### config.mk
export PLATFORM = sky130hd
export DESIGN_NAME = win_watchdog
export DESIGN_NICKNAME = d
export VERILOG_FILES = /design/src/rtl/win_watchdog.sv
export SDC_FILE = /design/constraint.sdc
export NUM_CORES = 1
export LEC_CHECK = 0
export BUFFER_PORTS_ARGS = -buffer_cell sky130_fd_sc_hd__buf_2
export CAP_MARGIN = 20
export CORE_ASPECT_RATIO = 0.9
export CORE_UTILIZATION = 44
export CTS_CLUSTER_SIZE = 12
export DETAILED_ROUTE_END_ITERATION = 6
export GPL_TIMING_DRIVEN = 0
export PLACE_DENSITY = 0.6
export SYNTH_ARGS = -nofsm -noshare
export SYNTH_HDL_FRONTEND = slang
export SYNTH_SLANG_ARGS = --single-unit
### constraint.sdc
create_clock -name clk -period 2.26 [get_ports clk]
set_input_delay 0 -clock clk [delete_from_list [all_inputs] [get_ports clk]]
set_output_delay 0 -clock clk [all_outputs]
set_load 0.01 [all_outputs]
### src/rtl/win_watchdog.sv
module win_watchdog #(
  parameter int TWD_CYC = 400,
  parameter int OWP_PCT = 20
) (
  input  logic clk,
  input  logic rst_n,
  input  logic run_en,
  input  logic clr_in,
  output logic wd_reset_n,
  output logic good_service,
  output logic bad_event
);
  localparam int HALF_OPEN  = TWD_CYC * OWP_PCT / 100;
  localparam int CLOSED_CYC = TWD_CYC - HALF_OPEN;
  localparam int OPEN_CYC   = 2 * HALF_OPEN;
  localparam int PULSE_CYC  = (TWD_CYC / 40 > 0) ? TWD_CYC / 40 : 1;
  localparam int MAX_CYC    = (CLOSED_CYC > OPEN_CYC) ?
                              ((CLOSED_CYC > PULSE_CYC) ? CLOSED_CYC : PULSE_CYC) :
                              ((OPEN_CYC > PULSE_CYC) ? OPEN_CYC : PULSE_CYC);
  localparam int CW = $clog2(MAX_CYC + 1);
  localparam logic [CW-1:0] C_LAST = CW'(CLOSED_CYC - 1);
  localparam logic [CW-1:0] O_LAST = CW'(OPEN_CYC - 1);
  localparam logic [CW-1:0] P_LAST = CW'(PULSE_CYC - 1);

  typedef enum logic [1:0] {S_IDLE, S_CLOSED, S_OPEN, S_PULSE} phase_t;

  phase_t        phase;
  logic [CW-1:0] cnt;
  logic          clr_q;
  logic          fall;
  logic          last;

  assign fall = clr_q & ~clr_in;
  assign last = cnt == ((phase == S_CLOSED) ? C_LAST :
                        (phase == S_OPEN)   ? O_LAST : P_LAST);
  assign wd_reset_n = (phase != S_PULSE);

  always_ff @(posedge clk or negedge rst_n) begin
    if (!rst_n) begin
      phase        <= S_IDLE;
      cnt          <= '0;
      clr_q        <= 1'b1;
      good_service <= 1'b0;
      bad_event    <= 1'b0;
    end else begin
      clr_q        <= clr_in;
      good_service <= 1'b0;
      bad_event    <= 1'b0;
      if (!run_en) begin
        phase <= S_IDLE;
        cnt   <= '0;
      end else begin
        case (phase)
          S_IDLE: begin
            phase <= S_CLOSED;
            cnt   <= '0;
          end
          S_CLOSED: begin
            if (fall) begin
              phase     <= S_PULSE;
              cnt       <= '0;
              bad_event <= 1'b1;
            end else if (last) begin
              phase <= S_OPEN;
              cnt   <= '0;
            end else begin
              cnt <= cnt + 1'b1;
            end
          end
          S_OPEN: begin
            if (fall) begin
              phase        <= S_CLOSED;
              cnt          <= '0;
              good_service <= 1'b1;
            end else if (last) begin
              phase     <= S_PULSE;
              cnt       <= '0;
              bad_event <= 1'b1;
            end else begin
              cnt <= cnt + 1'b1;
            end
          end
          default: begin
            if (last) begin
              phase <= S_CLOSED;
              cnt   <= '0;
            end else begin
              cnt <= cnt + 1'b1;
            end
          end
        endcase
      end
    end
  end
endmodule


==> key figures, run 1 <==
Setup path
  – Startpoint types: flop
  – Critical R2R Capture: phase[1]$_DFFE_PN0P_
  – Crit path required time: 2.46 ns
  – CP max FO: 5
  – FF-to-FF path depth: 5
  – Slowest-stage cell, CP: a2111o_1
  – WS Path Type: reg2reg
  – CP arrival: 2.33 ns
  – R2r startpoint: phase[0]$_DFFE_PN0P_
  – Critical-path cell list: ha_1, or3_1, a2111o_1, o21ai_1, mux2i_1
  – Crit end category: flop
  – CP peak stage delay: 0.49 ns
  – R2r setup slk: 0.12 ns

CTS
  – CTS Buf Count: 3
  – Clock Sinks: 14
  – Worst skew pair latency: 0.28 ns
  – Worst-case clock buffer depth: 2
  – TritonCTS clock tree: done
  – Root buffer cell: clkbuf_4
  – Clk pin slew, worst setup/hold paths: 0.08 ns
  – H-Tree Level Count: 1

STA
  – Slew @ Worst Pin: 0.359 ns
  – Setup_tns: 0 ns
  – Slew HR: 76.0%
  – Final period utilization: 94.7%
  – Setup Viol. Count Final: 0
  – Max Transition Viols Final: 0
  – RSZ-0062 raised after global routing: no
  – Clock Skews: 0.00789 ns
  – Final min period: 2.14 ns
  – F_max: 0.467 GHz
  – Fin. Hold Viols: 0
  – Final WS setup: 0.121 ns

Synth
  – Number of synthesized flops with an enable pin: 0
  – FFs w/ async S/R, synth: 100%
  – Synth unique cells: 26
  – Synthesized cell area: 774 µm²
  – Top post-synthesis cells by count: dfrtp_1 (13), nor2_1 (13), nand2_1 (8)
  – Top cells by area, synth: dfrtp_1 (42%), ha_1 (9.7%), nor2_1 (6.3%), xnor2_1 (5.7%), nand2_1 (3.9%)
  – Seq/Total Area, Yosys: 45.4%
  – YS warnings: 0
  – Seq cells post-synth: 14
  – Ys flop type: dfrtp_1
  – Leading area contributor after synthesis: dfrtp_1
  – Top-area cell type share of the netlist area: 42.0%
  – Syn Area/Cell: 9.80 µm²
  – Syn nets: 89
  – Mapped Cells: 79

Floorplan
  – Die X: 46.2 µm
  – Initial Util: 46.5%
  – Core Footprint: 0.00166 mm²
  – Io pins: 7
  – Die ar.: 0.00193 mm²
  – Die Y: 41.8 µm
  – Site Rows: 14

Drt
  – WL per Instance: 11.2 µm
  – Routed Wire Length: 1310 µm
  – Drt first pass iters: 4
  – Starting DRT DRC Count: 8
  – Via density: 4.85
  – DRC violations left: 0
  – DRT antenna net count: 0
  – Routed vias: 567

Global routing
  – Remaining global-route overflow: 0
  – Global-route wire length before repair: 2240 µm
  – Pin count of the biggest net entering global routing: 15
  – Total GRT Usage: 16.6%
  – Vias in the first global route: 506
  – Initial antenna violation count: 0

Final layout
  – Ant diodes: 0
  – Layout cell share with drive strength beyond 1: 16.1%
  – Final Core Density: 54.5%
  – Nets: 104
  – Layout fillers: 156
  – Area Growth Syn to Fin: 17.1%
  – Final cell count without fillers: 117

Pwr
  – Total power: 0.000698 W
  – Leakage power: 0.426 nW
  – Peak supply drop: 0.000503 V
  – PD cells: 770 mW/mm²

Placement
  – DP HPWL: 950 µm
  – Pre-CTS setup slack: 0.0514 ns
  – GP Congestion: 0.739
  – Port Buffers: 6
  – Placed cells: 109

Status
  – Result of the run: finished clean

Worst hold path
  – Min-delay worst type: in2async

Flow run
  – Max cap viols: 0
==> area by class of cell <==
cell class | count | area [µm²] | share of cell area (%)
inverter | 5 | 18.8 | 2.07
multi-input combinational | 60 | 413 | 45.5
clock buffer | 4 | 26.3 | 2.90
tap | 24 | 30.0 | 3.31
sequential | 14 | 352 | 38.8
timing repair buffer | 10 | 67.6 | 7.45
==> power by group <==
group          internal (W)  total (W)  leakage (nW)  switching, W
Clock             0.0000684   0.000142        0.0150     0.0000740
Combinational      0.000111   0.000262         0.221      0.000151
Sequential         0.000271   0.000294         0.190     0.0000230
==> cells by family after synthesis <==
| kind of cell | synth area share [%] |
|---|---|
| and+or+nand+nor | 22.1 |
| xor gates and xnor gates | 9.05 |
| AOI/OAI and AO/OA | 10.0 |
| buffers and inverters | 2.42 |
| DFF | 45.4 |
| muxes | 1.29 |
| adders and majority gates | 9.69 |
==> worst max-delay path by stage <==
stage / from / end / slack [ns] / cells after the start
global placement: phase[1]$_DFFE_PN0P_ / phase[1]$_DFFE_PN0P_ / 0.08 / 6
CTS: phase[1]$_DFFE_PN0P_ / phase[1]$_DFFE_PN0P_ / 0.04 / 6
detailed placement: phase[1]$_DFFE_PN0P_ / phase[1]$_DFFE_PN0P_ / 0.05 / 6
global route: phase[0]$_DFFE_PN0P_ / phase[1]$_DFFE_PN0P_ / 0.007 / 5
finish: phase[0]$_DFFE_PN0P_ / phase[1]$_DFFE_PN0P_ / 0.12 / 5
floorplan: phase[1]$_DFFE_PN0P_ / phase[1]$_DFFE_PN0P_ / 0.25 / 6
==> state kept, by name (all words and copies together), names as in the netlist <==
name / flops
bad_event: 1
clr_q: 1
cnt: 9
good_service: 1
phase: 2
==> worst max-delay path, delay by kind of cell (launching register included) <==
kind,cells,cell delay [ns]
AO/OA/AOI/OAI,2,0.75
adder cells (fa/ha/maj),1,0.28
flip-flops,1,0.43
multiplexers,1,0.22
AND/OR/NAND/NOR,1,0.38
==> routing by layer <==
layer,global-route usage [%],part of all wire [%],vias to the layer above
li1,-,-,296
met1,23.2,51,253
met2,23.4,42,14
met3,7.83,4.6,4
met4,3.53,2.1,0
met5,0,0,-
==> cell usage in the layout, fill, tap and decap left out, types with 2 or more instances in the layout <==
master,netlist,routed
buf_2,0,6
and2b_2,2,2
dlygate4sd3_1,0,3
and3_1,2,2
nor2_1,13,13
clkbuf_4,0,3
xnor2_1,5,5
inv_1,5,5
nand3_1,5,5
dfrtp_1,13,13
nand2_1,8,8
nor3_1,2,2
xor2_1,3,3
ha_1,6,6
==> what timing repair did <==
item                       in CTS  in global routing
setup endpoints to repair       0                 11
hold buffers                    3                  0
setup buffers                   0                  1
gates resized for setup         0                  2
hold endpoints to repair       16                  0
==> through the flow <==
step | instance area, µm² | hold slack (ns)
after detailed placement | 835 | -0.0909
after floorplan | 774 | -0.296
after global routing | 907 | 0.176
after global placement | 835 | -0.0885
after CTS | 891 | 0.137
final | 907 | 0.127
No activity file was read; power rests on OpenSTA's default activity.
==> run 2: changes to the inputs <==
==> config.mk (replaced) <==
export PLATFORM = sky130hd
export DESIGN_NAME = win_watchdog
export DESIGN_NICKNAME = d
export VERILOG_FILES = /design/src/rtl/win_watchdog.sv
export SDC_FILE = /design/constraint.sdc
export NUM_CORES = 1
export LEC_CHECK = 0
export CAP_MARGIN = 20
export CORE_ASPECT_RATIO = 0.9
export CORE_UTILIZATION = 44
export CTS_CLUSTER_SIZE = 12
export DETAILED_ROUTE_END_ITERATION = 6
export DONT_BUFFER_PORTS = 1
export GPL_TIMING_DRIVEN = 0
export PLACE_DENSITY = 0.57
export SYNTH_ARGS = -nofsm -noshare
export SYNTH_HDL_FRONTEND = slang
export SYNTH_SLANG_ARGS = --single-unit
==> run 2 against run 1 <==
Net effect:
- count of clock-buffer cells in the layout did not move
- die area is the same
- cell area is 2.5% lower
- via count fell by 2.1%
- worst setup slack got worse by 0.031 ns
- largest cell class unchanged
- register-to-register slack worse by 0.03 ns
- clock power about the same
- critical path depth grew 1
- critical endpoint is now bad_event$_DFF_PN0_
==> key figures, run 2 (synthesis results as in run 1) <==
Setup path
  – WS Path Type: reg2reg (unchanged)
  – Critical-path cell list: ha_1, or3_1, a2111o_1, buf_4, o31ai_1, and3_1 (was ha_1, or3_1, a2111o_1, o21ai_1, mux2i_1)
  – Cell family with most CP delay: compound AO/OA/AOI/OAI gates (unchanged)
  – Crit path required time: 2.48 ns (was 2.46 ns)
  – Crit end category: flop (unchanged)
  – Buffers & Inverters on Critical Path: 1 (was 0)
  – CP max FO: 5 (unchanged)
  – CP peak stage delay: 0.45 ns (was 0.49 ns)
  – Startpoint types: flop (unchanged)
  – CP arrival: 2.39 ns (was 2.33 ns)
  – Slowest-stage cell, CP: a2111o_1 (unchanged)

Global routing
  – Vias in the first global route: 535 (was 506)
  – Initial antenna violation count: 0 (unchanged)
  – Pin count of the biggest net entering global routing: 15 (unchanged)
  – Total GRT Usage: 16.3% (was 16.6%)
  – Remaining global-route overflow: 0 (unchanged)
  – Met1 Use GR: 23.7% (was 23.2%)
  – Gr busiest metal: met1 (was met2)
  – GR Util met2: 22.3% (was 23.4%)
  – GR Layer Usage met3: 6.96% (was 7.83%)
  – Global-route wire length before repair: 2270 µm (was 2240 µm)

Pwr
  – Peak supply drop: 0.000421 V (was 0.000503 V)
  – PD cells: 784 mW/mm² (was 770 mW/mm²)
  – Total power: 0.000693 W (was 0.000698 W)
  – Leakage power: 0.405 nW (was 0.426 nW)

Floorplan
  – Die Y: 41.8 µm (unchanged)
  – Die ar.: 0.00193 mm² (unchanged)
  – Initial Util: 46.5% (unchanged)
  – Die X: 46.2 µm (unchanged)
  – Core Footprint: 0.00166 mm² (unchanged)
  – Io pins: 7 (unchanged)
  – Site Rows: 14 (unchanged)

Final layout
  – Ant diodes: 0 (unchanged)
  – Nets: 99 (was 104)
  – Largest regs: cnt: 9 flops, phase: 2 flops (unchanged)
  – Layout cell share with drive strength beyond 1: 11.4% (was 16.1%)
  – Storage element area: 352 µm² (unchanged)
  – Area Growth Syn to Fin: 14.2% (was 17.1%)
  – Final cell count without fillers: 112 (was 117)
  – Area of the multi-input gates: 413 µm² (unchanged)
  – Layout fillers: 152 (was 156)
  – Most frequent cells in the layout: nor2_1 (13), dfrtp_1 (13), nand2_1 (8), ha_1 (6) (was nor2_1 (13), dfrtp_1 (13), nand2_1 (8), ha_1 (6), buf_2 (6))
  – Max FFs per register: 9 (unchanged)
  – Largest Register: cnt (unchanged)

Drt
  – DRT antenna net count: 0 (unchanged)
  – DRC violations left: 0 (unchanged)
  – Routed vias: 555 (was 567)
  – Drt first pass iters: 2 (was 4)
  – Routed Wire Length: 1270 µm (was 1310 µm)
  – WL per Instance: 11.3 µm (was 11.2 µm)
  – Via density: 4.96 (was 4.85)
  – Starting DRT DRC Count: 6 (was 8)

Flow run
  – Max cap viols: 0 (unchanged)

STA
  – Setup Viol. Count Final: 0 (unchanged)
  – F_max: 0.461 GHz (was 0.467 GHz)
  – Fin. Hold Viols: 0 (unchanged)
  – Setup_tns: 0 ns (unchanged)
  – Final period utilization: 96.0% (was 94.7%)
  – Final WS setup: 0.0902 ns (was 0.121 ns)
  – Slew @ Worst Pin: 0.609 ns (was 0.359 ns)
  – Final min period: 2.17 ns (was 2.14 ns)
  – Clock Skews: 0.00608 ns (was 0.00789 ns)
  – Slew HR: 59.3% (was 76.0%)
  – Max Transition Viols Final: 0 (unchanged)
  – WHS: 0.123 ns (was 0.127 ns)
  – RSZ-0062 raised after global routing: yes (was no)

CTS
  – Clk pin slew, worst setup/hold paths: 0.08 ns (about the same)
  – Root buffer cell: clkbuf_4 (unchanged)
  – Clock Sinks: 14 (unchanged)
  – TritonCTS clock tree: done (unchanged)
  – CTS Buf Count: 3 (unchanged)
  – H-Tree Level Count: 1 (unchanged)
  – Worst-case clock buffer depth: 2 (unchanged)
  – Worst skew pair latency: 0.28 ns (about the same)

Placement
  – Pre-CTS setup slack: 0.0219 ns (was 0.0514 ns)
  – GP Congestion: 0.764 (was 0.739)
  – Port Buffers: 0 (was 6)
  – Placed cells: 103 (was 109)
  – DP HPWL: 939 µm (was 950 µm)

Status
  – Result of the run: finished clean (unchanged)

Worst hold path
  – Min-delay worst type: in2reg (was in2async)
## run 2: power breakdown
| part | total (W) | switching (W) | leakage [nW] | internal [W] |
|---|---|---|---|---|
| combinational | 0.000253 | 0.000145 | 0.199 | 0.000108 |
| sequential | 0.000298 | 0.0000270 | 0.190 | 0.000271 |
| clock | 0.000142 | 0.0000738 | 0.0150 | 0.0000684 |
| total | 0.000693 | 0.000246 | 0.405 | 0.000447 |
## run 2: layout make-up
cell class | instances | share of cell area [%]
multi-input combinational | 60 | 46.7
clock buffer | 4 | 2.97
tap | 24 | 3.39
inverter | 5 | 2.12
sequential | 14 | 39.7
timing repair buffer | 5 | 5.09
## run 2: worst paths after layout
path | startpoint | to | slack, ns | cells after the start
worst min register to register | cnt[0]$_DFF_PN0_ | cnt[0]$_DFF_PN0_ | 0.52 | 1
max in group asynchronous | rst_n | phase[1]$_DFFE_PN0P_ | 1.69 | 1
worst max register to register | phase[0]$_DFFE_PN0P_ | bad_event$_DFF_PN0_ | 0.09 | 6
min in group asynchronous | rst_n | phase[0]$_DFFE_PN0P_ | 0.17 | 1
worst min-delay path | clr_in | good_service$_DFF_PN0_ | 0.12 | 2
worst max-delay path | phase[0]$_DFFE_PN0P_ | bad_event$_DFF_PN0_ | 0.09 | 6
## run 2: timing repair
action	in CTS	in global routing
buffers inserted	0	2
setup endpoints to repair	0	11
hold endpoints to repair	27	0
hold buffers	3	0
resized for setup	0	2
## run 2: metrics by stage
stage / instance area, µm² / utilization (%)
6_report: 885 / 53.2
5_1_grt: 885 / 53.2
4_1_cts: 861 / 51.7
3_5_place_dp: 805 / 48.3
3_3_place_gp: 805 / 48.3
2_1_floorplan: 774 / -
## run 2: layer usage
| layer | vias up | share of wire (%) | wire (µm) |
|---|---|---|---|
| li1 | 287 | - | - |
| met1 | 257 | 51 | 650 |
| met2 | 11 | 44 | 558 |
| met3 | 0 | 4.9 | 62 |
| met4 | 0 | 0 | 0 |
| met5 | - | 0 | 0 |
